==> src/rtl/hs_pkg.sv <==
package hs_pkg;
  localparam int REG_W     = 8;
  localparam int B_ARM     = 0;
  localparam int B_MASK    = 1;
  localparam int B_PEND    = 2;
  localparam int B_LED     = 3;
  localparam int B_EXT     = 6;
  localparam int B_INS     = 7;

  typedef enum logic [1:0] {
    HS_NORMAL = 2'd0,
    HS_DRAIN  = 2'd1,
    HS_HIDDEN = 2'd2
  } hs_state_e;
endpackage

==> src/rtl/hs_sync.sv <==
module hs_sync #(
  parameter int STAGES = 2
) (
  input  logic clk,
  input  logic rst_n,
  input  logic d,
  output logic q
);
  logic [STAGES-1:0] chain;

  generate
    if (STAGES == 1) begin : g_one
      always_ff @(posedge clk or negedge rst_n) begin
        if (!rst_n) chain <= '0;
        else        chain <= d;
      end
    end else begin : g_many
      always_ff @(posedge clk or negedge rst_n) begin
        if (!rst_n) chain <= '0;
        else        chain <= {chain[STAGES-2:0], d};
      end
    end
  endgenerate

  assign q = chain[STAGES-1];
endmodule

==> src/rtl/hs_csr.sv <==
module hs_csr
  import hs_pkg::*;
(
  input  logic             clk,
  input  logic             rst_n,
  input  logic             wr,
  input  logic [REG_W-1:0] wdata,
  input  logic             ins_set,
  input  logic             ext_set,
  input  logic             ins_armed,
  output logic [REG_W-1:0] rdata,
  output logic             ins_flag,
  output logic             ext_flag,
  output logic             irq_mask,
  output logic             hide_arm,
  output logic             led_on
);
  logic unused_wbits;
  assign unused_wbits = ^{wdata[5:4], wdata[B_PEND]};

  // sticky flags: hardware set has priority over write-one clear
  always_ff @(posedge clk or negedge rst_n) begin
    if (!rst_n) begin
      ins_flag <= 1'b0;
      ext_flag <= 1'b0;
    end else begin
      if (ins_set)                   ins_flag <= 1'b1;
      else if (wr && wdata[B_INS])   ins_flag <= 1'b0;
      if (ext_set)                   ext_flag <= 1'b1;
      else if (wr && wdata[B_EXT])   ext_flag <= 1'b0;
    end
  end

  always_ff @(posedge clk or negedge rst_n) begin
    if (!rst_n) begin
      irq_mask <= 1'b0;
      hide_arm <= 1'b0;
      led_on   <= 1'b0;
    end else if (wr) begin
      irq_mask <= wdata[B_MASK];
      hide_arm <= wdata[B_ARM];
      led_on   <= wdata[B_LED];
    end
  end

  always_comb begin
    rdata         = '0;
    rdata[B_ARM]  = hide_arm;
    rdata[B_MASK] = irq_mask;
    rdata[B_PEND] = ins_flag | ext_flag | ins_armed;
    rdata[B_LED]  = led_on;
    rdata[B_EXT]  = ext_flag;
    rdata[B_INS]  = ins_flag;
  end

  a_r2_set_wins: assert property (@(posedge clk) disable iff (!rst_n)
    ins_set |=> ins_flag);
  a_r2_ext_set_wins: assert property (@(posedge clk) disable iff (!rst_n)
    ext_set |=> ext_flag);
  a_r2_clear: assert property (@(posedge clk) disable iff (!rst_n)
    (wr && wdata[B_INS] && !ins_set) |=> !ins_flag);
endmodule

==> src/rtl/hs_hide_fsm.sv <==
module hs_hide_fsm
  import hs_pkg::*;
(
  input  logic clk,
  input  logic rst_n,
  input  logic hide_ok,
  input  logic sw_open,
  input  logic busy,
  output logic bus_en
);
  hs_state_e state, state_nx;

  always_comb begin
    state_nx = state;
    unique case (state)
      HS_NORMAL: if (hide_ok && sw_open) state_nx = HS_DRAIN;
      HS_DRAIN:  if (!sw_open)           state_nx = HS_NORMAL;
                 else if (!busy)         state_nx = HS_HIDDEN;
      HS_HIDDEN: if (!sw_open)           state_nx = HS_NORMAL;
      default:                           state_nx = HS_NORMAL;
    endcase
  end

  always_ff @(posedge clk or negedge rst_n) begin
    if (!rst_n) state <= HS_NORMAL;
    else        state <= state_nx;
  end

  assign bus_en = (state != HS_HIDDEN);

  a_r8_hidden_via_drain: assert property (@(posedge clk) disable iff (!rst_n)
    (state == HS_HIDDEN) |-> ($past(state) == HS_DRAIN || $past(state) == HS_HIDDEN));
  a_r8_drain_holds: assert property (@(posedge clk) disable iff (!rst_n)
    (state == HS_DRAIN && busy && sw_open) |=> (state == HS_DRAIN));
  a_r9_exit_hidden: assert property (@(posedge clk) disable iff (!rst_n)
    (state == HS_HIDDEN && !sw_open) |=> (state == HS_NORMAL));
  a_r10_abort_drain: assert property (@(posedge clk) disable iff (!rst_n)
    (state == HS_DRAIN && !sw_open) |=> (state == HS_NORMAL));
endmodule

==> src/rtl/hotswap_ctrl.sv <==
module hotswap_ctrl
  import hs_pkg::*;
#(
  parameter int SYNC_STAGES = 2
) (
  input  logic             clk,
  input  logic             rst_n,
  input  logic             reg_wr,
  input  logic [REG_W-1:0] reg_wdata,
  output logic [REG_W-1:0] reg_rdata,
  input  logic             ins_evt,
  input  logic             ext_evt,
  input  logic             ins_armed,
  input  logic             hs_mode_n,
  input  logic             lstat,
  input  logic             cyc_busy,
  output logic             bus_en,
  output logic             enum_n
);
  logic ins_flag, ext_flag, irq_mask, hide_arm, led_on, sw_open, hide_ok;

  hs_sync #(.STAGES(SYNC_STAGES)) u_sync (
    .clk(clk), .rst_n(rst_n), .d(lstat), .q(sw_open)
  );

  hs_csr u_csr (
    .clk(clk), .rst_n(rst_n), .wr(reg_wr), .wdata(reg_wdata),
    .ins_set(ins_evt), .ext_set(ext_evt), .ins_armed(ins_armed),
    .rdata(reg_rdata), .ins_flag(ins_flag), .ext_flag(ext_flag),
    .irq_mask(irq_mask), .hide_arm(hide_arm), .led_on(led_on)
  );

  assign hide_ok = hide_arm && !hs_mode_n && led_on;

  hs_hide_fsm u_fsm (
    .clk(clk), .rst_n(rst_n), .hide_ok(hide_ok), .sw_open(sw_open),
    .busy(cyc_busy), .bus_en(bus_en)
  );

  assign enum_n = !((ins_flag || ext_flag) && !irq_mask);

  a_r5_mask_quiet: assert property (@(posedge clk) disable iff (!rst_n)
    reg_rdata[B_MASK] |-> enum_n);
  a_r4_irq_on_flag: assert property (@(posedge clk) disable iff (!rst_n)
    (!reg_rdata[B_MASK] && (reg_rdata[B_INS] || reg_rdata[B_EXT])) |-> !enum_n);
  a_r7_no_hide_strap: assert property (@(posedge clk) disable iff (!rst_n)
    (hs_mode_n && bus_en) |=> bus_en);
endmodule

==> config.mk <==
export PLATFORM = sky130hd
export DESIGN_NAME = hotswap_ctrl
export DESIGN_NICKNAME = d
export VERILOG_FILES = /design/src/rtl/hs_pkg.sv /design/src/rtl/hs_sync.sv /design/src/rtl/hs_csr.sv /design/src/rtl/hs_hide_fsm.sv /design/src/rtl/hotswap_ctrl.sv
export SDC_FILE = /design/constraint.sdc
export NUM_CORES = 1
export LEC_CHECK = 0
export ABC_AREA = 1
export BUFFER_PORTS_ARGS = -buffer_cell sky130_fd_sc_hd__buf_2
export CELL_PAD_IN_SITES_DETAIL_PLACEMENT = 1
export CELL_PAD_IN_SITES_GLOBAL_PLACEMENT = 2
export CORE_MARGIN = 1
export CORE_UTILIZATION = 20
export CTS_CLUSTER_SIZE = 25
export DETAILED_ROUTE_END_ITERATION = 10
export PLACE_DENSITY_LB_ADDON = 0.1
export SETUP_SLACK_MARGIN = 0.1
export SLEW_MARGIN = 10
export SYNTH_ARGS = -nofsm -noshare
export SYNTH_HDL_FRONTEND = slang
export SYNTH_HIERARCHICAL = 1
export SYNTH_SLANG_ARGS = --single-unit
==> constraint.sdc <==
create_clock -name clk -period 0.8 [get_ports clk]
set_input_delay 0.08 -clock clk [delete_from_list [all_inputs] [get_ports clk]]
set_output_delay 0.08 -clock clk [all_outputs]
set_load 0.02 [all_outputs]
==> results_tabular.tex <==
\begin{tabular}{lr}
\hline
Metric & Value \\
\hline
\multicolumn{2}{l}{\textbf{Clock network}} \\
\quad Source-to-sink clock delay at the later pin of the worst-skew pair & 260 ps \\
\quad Clk sink count & 9 \\
\quad TritonCTS clock tree & done \\
\quad Cts bufs inserted & 3 \\
\quad Clock tree buffer depth & 2 \\
\quad Clock slew at the register clock pins of the worst setup and hold paths & 70 ps \\
\quad H-tree depth & 1 \\
\quad Cell at the root of the clock tree & clkbuf\_4 \\
\multicolumn{2}{l}{\textbf{Final layout}} \\
\quad Layout cells sized above 1 & 60.7\% \\
\quad Synth-to-layout area growth & 81.8\% \\
\quad Core utilization of the finished layout & 39.0\% \\
\quad Total inserted antenna cells & 0 \\
\quad Cell Count, Final, Fillers Out & 111 \\
\quad Final instance area & 773 um2 \\
\quad Number of nets in the finished design & 102 \\
\quad Layout fillers & 239 \\
\multicolumn{2}{l}{\textbf{Floorplan}} \\
\quad Height of the die & 48.1 um \\
\quad Number of placement rows & 16 \\
\quad Die X & 48.1 um \\
\quad Initial Util & 21.5\% \\
\quad Die Outline Area & 0.00232 mm2 \\
\quad Core ar. & 0.00198 mm2 \\
\quad Top-level port count & 27 \\
\multicolumn{2}{l}{\textbf{Setup path}} \\
\quad Worst Setup Path Type & reg -> out \\
\quad Peak fanout along the critical path & 4 \\
\quad Arrival time of the worst setup path & 1000 ps \\
\quad Worst r2r path cells & 5 \\
\quad Startpoint kind of the worst setup timing path & flop \\
\quad Endpoint class of the critical path & output pin \\
\quad Startpoint of the most critical setup path & u\_csr/ins\_flag\$\_DFFE\_PN0P\_ \\
\quad Setup slack of the worst register-to-register path & -180 ps \\
\quad CP Data Required Time & 720 ps \\
\quad Worst setup endpoint & reg\_rdata[2] \\
\quad Worst flop-to-flop path endpoint & u\_csr/ext\_flag\$\_DFFE\_PN0P\_ \\
\quad Launch point of the worst reg-to-reg path & u\_csr/ext\_flag\$\_DFFE\_PN0P\_ \\
\multicolumn{2}{l}{\textbf{Pwr}} \\
\quad Psw & 0.346 mW \\
\quad Combinational share of power & 26.3\% \\
\quad Relative contribution of sequential cells to total power & 43.2\% \\
\quad Power per cell area & 1540 mW/mm2 \\
\quad Total power & 1.19 mW \\
\quad Switching Share & 28.9\% \\
\quad Internal power contribution & 0.848 mW \\
\quad Leakage & 0.399 nW \\
\quad VDD IR max & 0.000634 V \\
\quad Portion of total power attributed to the clock network & 30.5\% \\
\multicolumn{2}{l}{\textbf{Timing}} \\
\quad RSZ-0062 raised after global routing & true \\
\quad Number of failing hold endpoints at the final stage & 0 \\
\quad Fmax & 924 MHz \\
\quad Portion of the clock cycle consumed by the worst path in the final layout & 135\% \\
\quad Slew Limit Fails & 0 \\
\quad Post-layout min period & 1080 ps \\
\quad Final worst slack & -282 ps \\
\quad Final setup violating endpoints & 11 \\
\quad Final worst clock skew & 0.834 ps \\
\quad Sum of negative setup slack & -1720 ps \\
\multicolumn{2}{l}{\textbf{Placement}} \\
\quad Post-detailed-placement cell area & 544 um2 \\
\quad HPWL after detailed placement & 686 um \\
\quad Buffers on Ports & 21 \\
\quad Cell total after placement & 95 \\
\quad GP Congestion & 0.705 \\
\multicolumn{2}{l}{\textbf{Global route}} \\
\quad Wire length of the first global-routing pass & 1530 um \\
\quad Met1 track utilization from global routing & 11.9\% \\
\quad Number of global-route vias before repair & 377 \\
\quad Grt met2 use & 16.8\% \\
\quad Global-route met3 utilization & 3.33\% \\
\quad Total gr overflow & 0 \\
\quad Most used routing layer & met2 \\
\quad Pin count of the biggest net entering global routing & 10 \\
\quad Initial antenna violation count & 0 \\
\quad Global routing usage summed across all routing layers & 9.72\% \\
\multicolumn{2}{l}{\textbf{Synth}} \\
\quad Post-synthesis instance total & 51 \\
\quad Cell taking the most area after synthesis & dfrtp\_1 \\
\quad Synthesized area divided by synthesized cell count & 8.34 um2 \\
\quad Fraction of synthesized cell area taken by the top area cell type & 52.9\% \\
\quad Synth Cell Area & 425 um2 \\
\quad Most area-consuming cells after synthesis & dfrtp\_1, buf\_4, nand2\_1 \\
\quad Unique masters post-synth & 12 \\
\quad Number of synthesized register bits & 9 \\
\quad Sequential element share of the synthesized area & 52.9\% \\
\quad Syn. warnings & 6 \\
\multicolumn{2}{l}{\textbf{Detailed routing}} \\
\quad Ratio of routed vias to standard cells & 3.73 \\
\quad \# DRC & 0 \\
\quad Vias after detailed routing & 414 \\
\quad WL per Instance & 9.58 um \\
\quad Antenna Nets Post-Route & 0 \\
\quad Total Wirelength & 1060 um \\
\quad Initial drt markers & 8 \\
\quad Iteration count of the initial detailed-routing pass & 4 \\
\multicolumn{2}{l}{\textbf{Status}} \\
\quad Outcome & finished, violations left \\
\quad Failing checks & setup timing \\
\multicolumn{2}{l}{\textbf{Min path}} \\
\quad Kind of path behind the tightest hold check & in -> reg \\
\multicolumn{2}{l}{\textbf{Flow run}} \\
\quad Max cap viols & 0 \\
\hline
\end{tabular}
-- registers in the layout, indices dropped and copies added (netlist names) --
signal	flops
u_fsm/state	2
u_csr/irq_mask	1
u_sync/chain	2
u_csr/ins_flag	1
u_csr/led_on	1
u_csr/ext_flag	1
u_csr/hide_arm	1
-- cell usage in the layout (no fill, tap or decap), types with 3 or more instances in the layout --
| master | Yosys | routed |
|---|---|---|
| nand2_2 | 0 | 3 |
| dfrtp_1 | 9 | 7 |
| nand2_1 | 14 | 10 |
| inv_2 | 2 | 5 |
| dlygate4sd3_1 | 0 | 3 |
| buf_4 | 7 | 3 |
| buf_2 | 0 | 14 |
| buf_6 | 0 | 15 |
| inv_1 | 8 | 5 |
| clkbuf_4 | 0 | 3 |
| nand4_1 | 3 | 3 |
-- metrics by stage --
| stage | hold WS (ps) | setup slack (ps) |
|---|---|---|
| 5_1_grt | 17.5 | -342 |
| 6_report | 0.776 | -282 |
| 3_5_place_dp | -55.3 | -51.0 |
| 2_1_floorplan | -216 | 82.9 |
| 3_3_place_gp | -49.5 | -37.5 |
| 4_1_cts | 1.26 | -290 |
-- worst min-delay path by stage --
stage / startpoint / depth (start not counted) / endpoint
after floorplan: rst_n / 0 / u_csr/ext_flag$_DFFE_PN0P_
after global placement: rst_n / 1 / u_csr/ins_flag$_DFFE_PN0P_
after detailed placement: rst_n / 1 / u_csr/ins_flag$_DFFE_PN0P_
after CTS: ext_evt / 3 / u_csr/ext_flag$_DFFE_PN0P_
after global routing: ins_evt / 3 / u_csr/ins_flag$_DFFE_PN0P_
final: ins_evt / 3 / u_csr/ins_flag$_DFFE_PN0P_
-- cells in the mapped netlist --
library cell   n
dfrtp_1        9
nand2_1       14
o21ai_1        1
nand4_1        3
buf_4          7
conb_1         1
nor2_2         1
nand3_1        1
inv_1          8
nor2_1         1
o21ai_0        3
inv_2          2
-- cell type report --
cell class                      instances  area [um2]  area share, %
Tap cell                               27        33.8           4.37
Clock buffer                            4        26.3           3.40
Sequential cell                         9         228           29.4
Timing Repair Buffer                   35         292           37.7
Multi-Input combinational cell         26         156           20.2
Inverter                               10        37.5           4.85
-- cells by family (layout without fill, tap and decap cells) --
| group | after synthesis | after routing | synth area share [%] |
|---|---|---|---|
| compound gates | 4 | 4 | 4.70 |
| other cells | 1 | 2 | 0.882 |
| simple gates | 20 | 20 | 20.3 |
| buf+inv | 17 | 49 | 21.2 |
| flops | 9 | 9 | 52.9 |
-- layer usage --
| metal | share of wire (%) | vias to the layer above |
|---|---|---|
| li1 | - | 212 |
| met1 | 46 | 189 |
| met2 | 49 | 13 |
| met3 | 4.0 | 0 |
| met4 | 0 | 0 |
| met5 | 0 | - |
-- worst max-delay path, cell delays in order (launching register included) --
cell	delay, ps
dfrtp_2	440
nor2_2	120
nand2_2	50
buf_6	120
-- repair_timing --
item / CTS / global route
endpoints found under the setup margin: 11 / 15
hold buffers: 2 / 1
resized for setup: 27 / 11
pin swaps: 6 / 7
buffers inserted: 7 / 4
hold endpoints to repair: 10 / 1
-- power groups by stage --
stage	Clock (mW)	Sequential (mW)	Combinational, mW
floorplan	0	0.514	0.126
global placement	0	0.518	0.180
detailed placement	0	0.519	0.179
CTS	0.365	0.514	0.273
global route	0.400	0.520	0.342
finish	0.365	0.515	0.314
No activity file was read; power rests on OpenSTA's default activity.
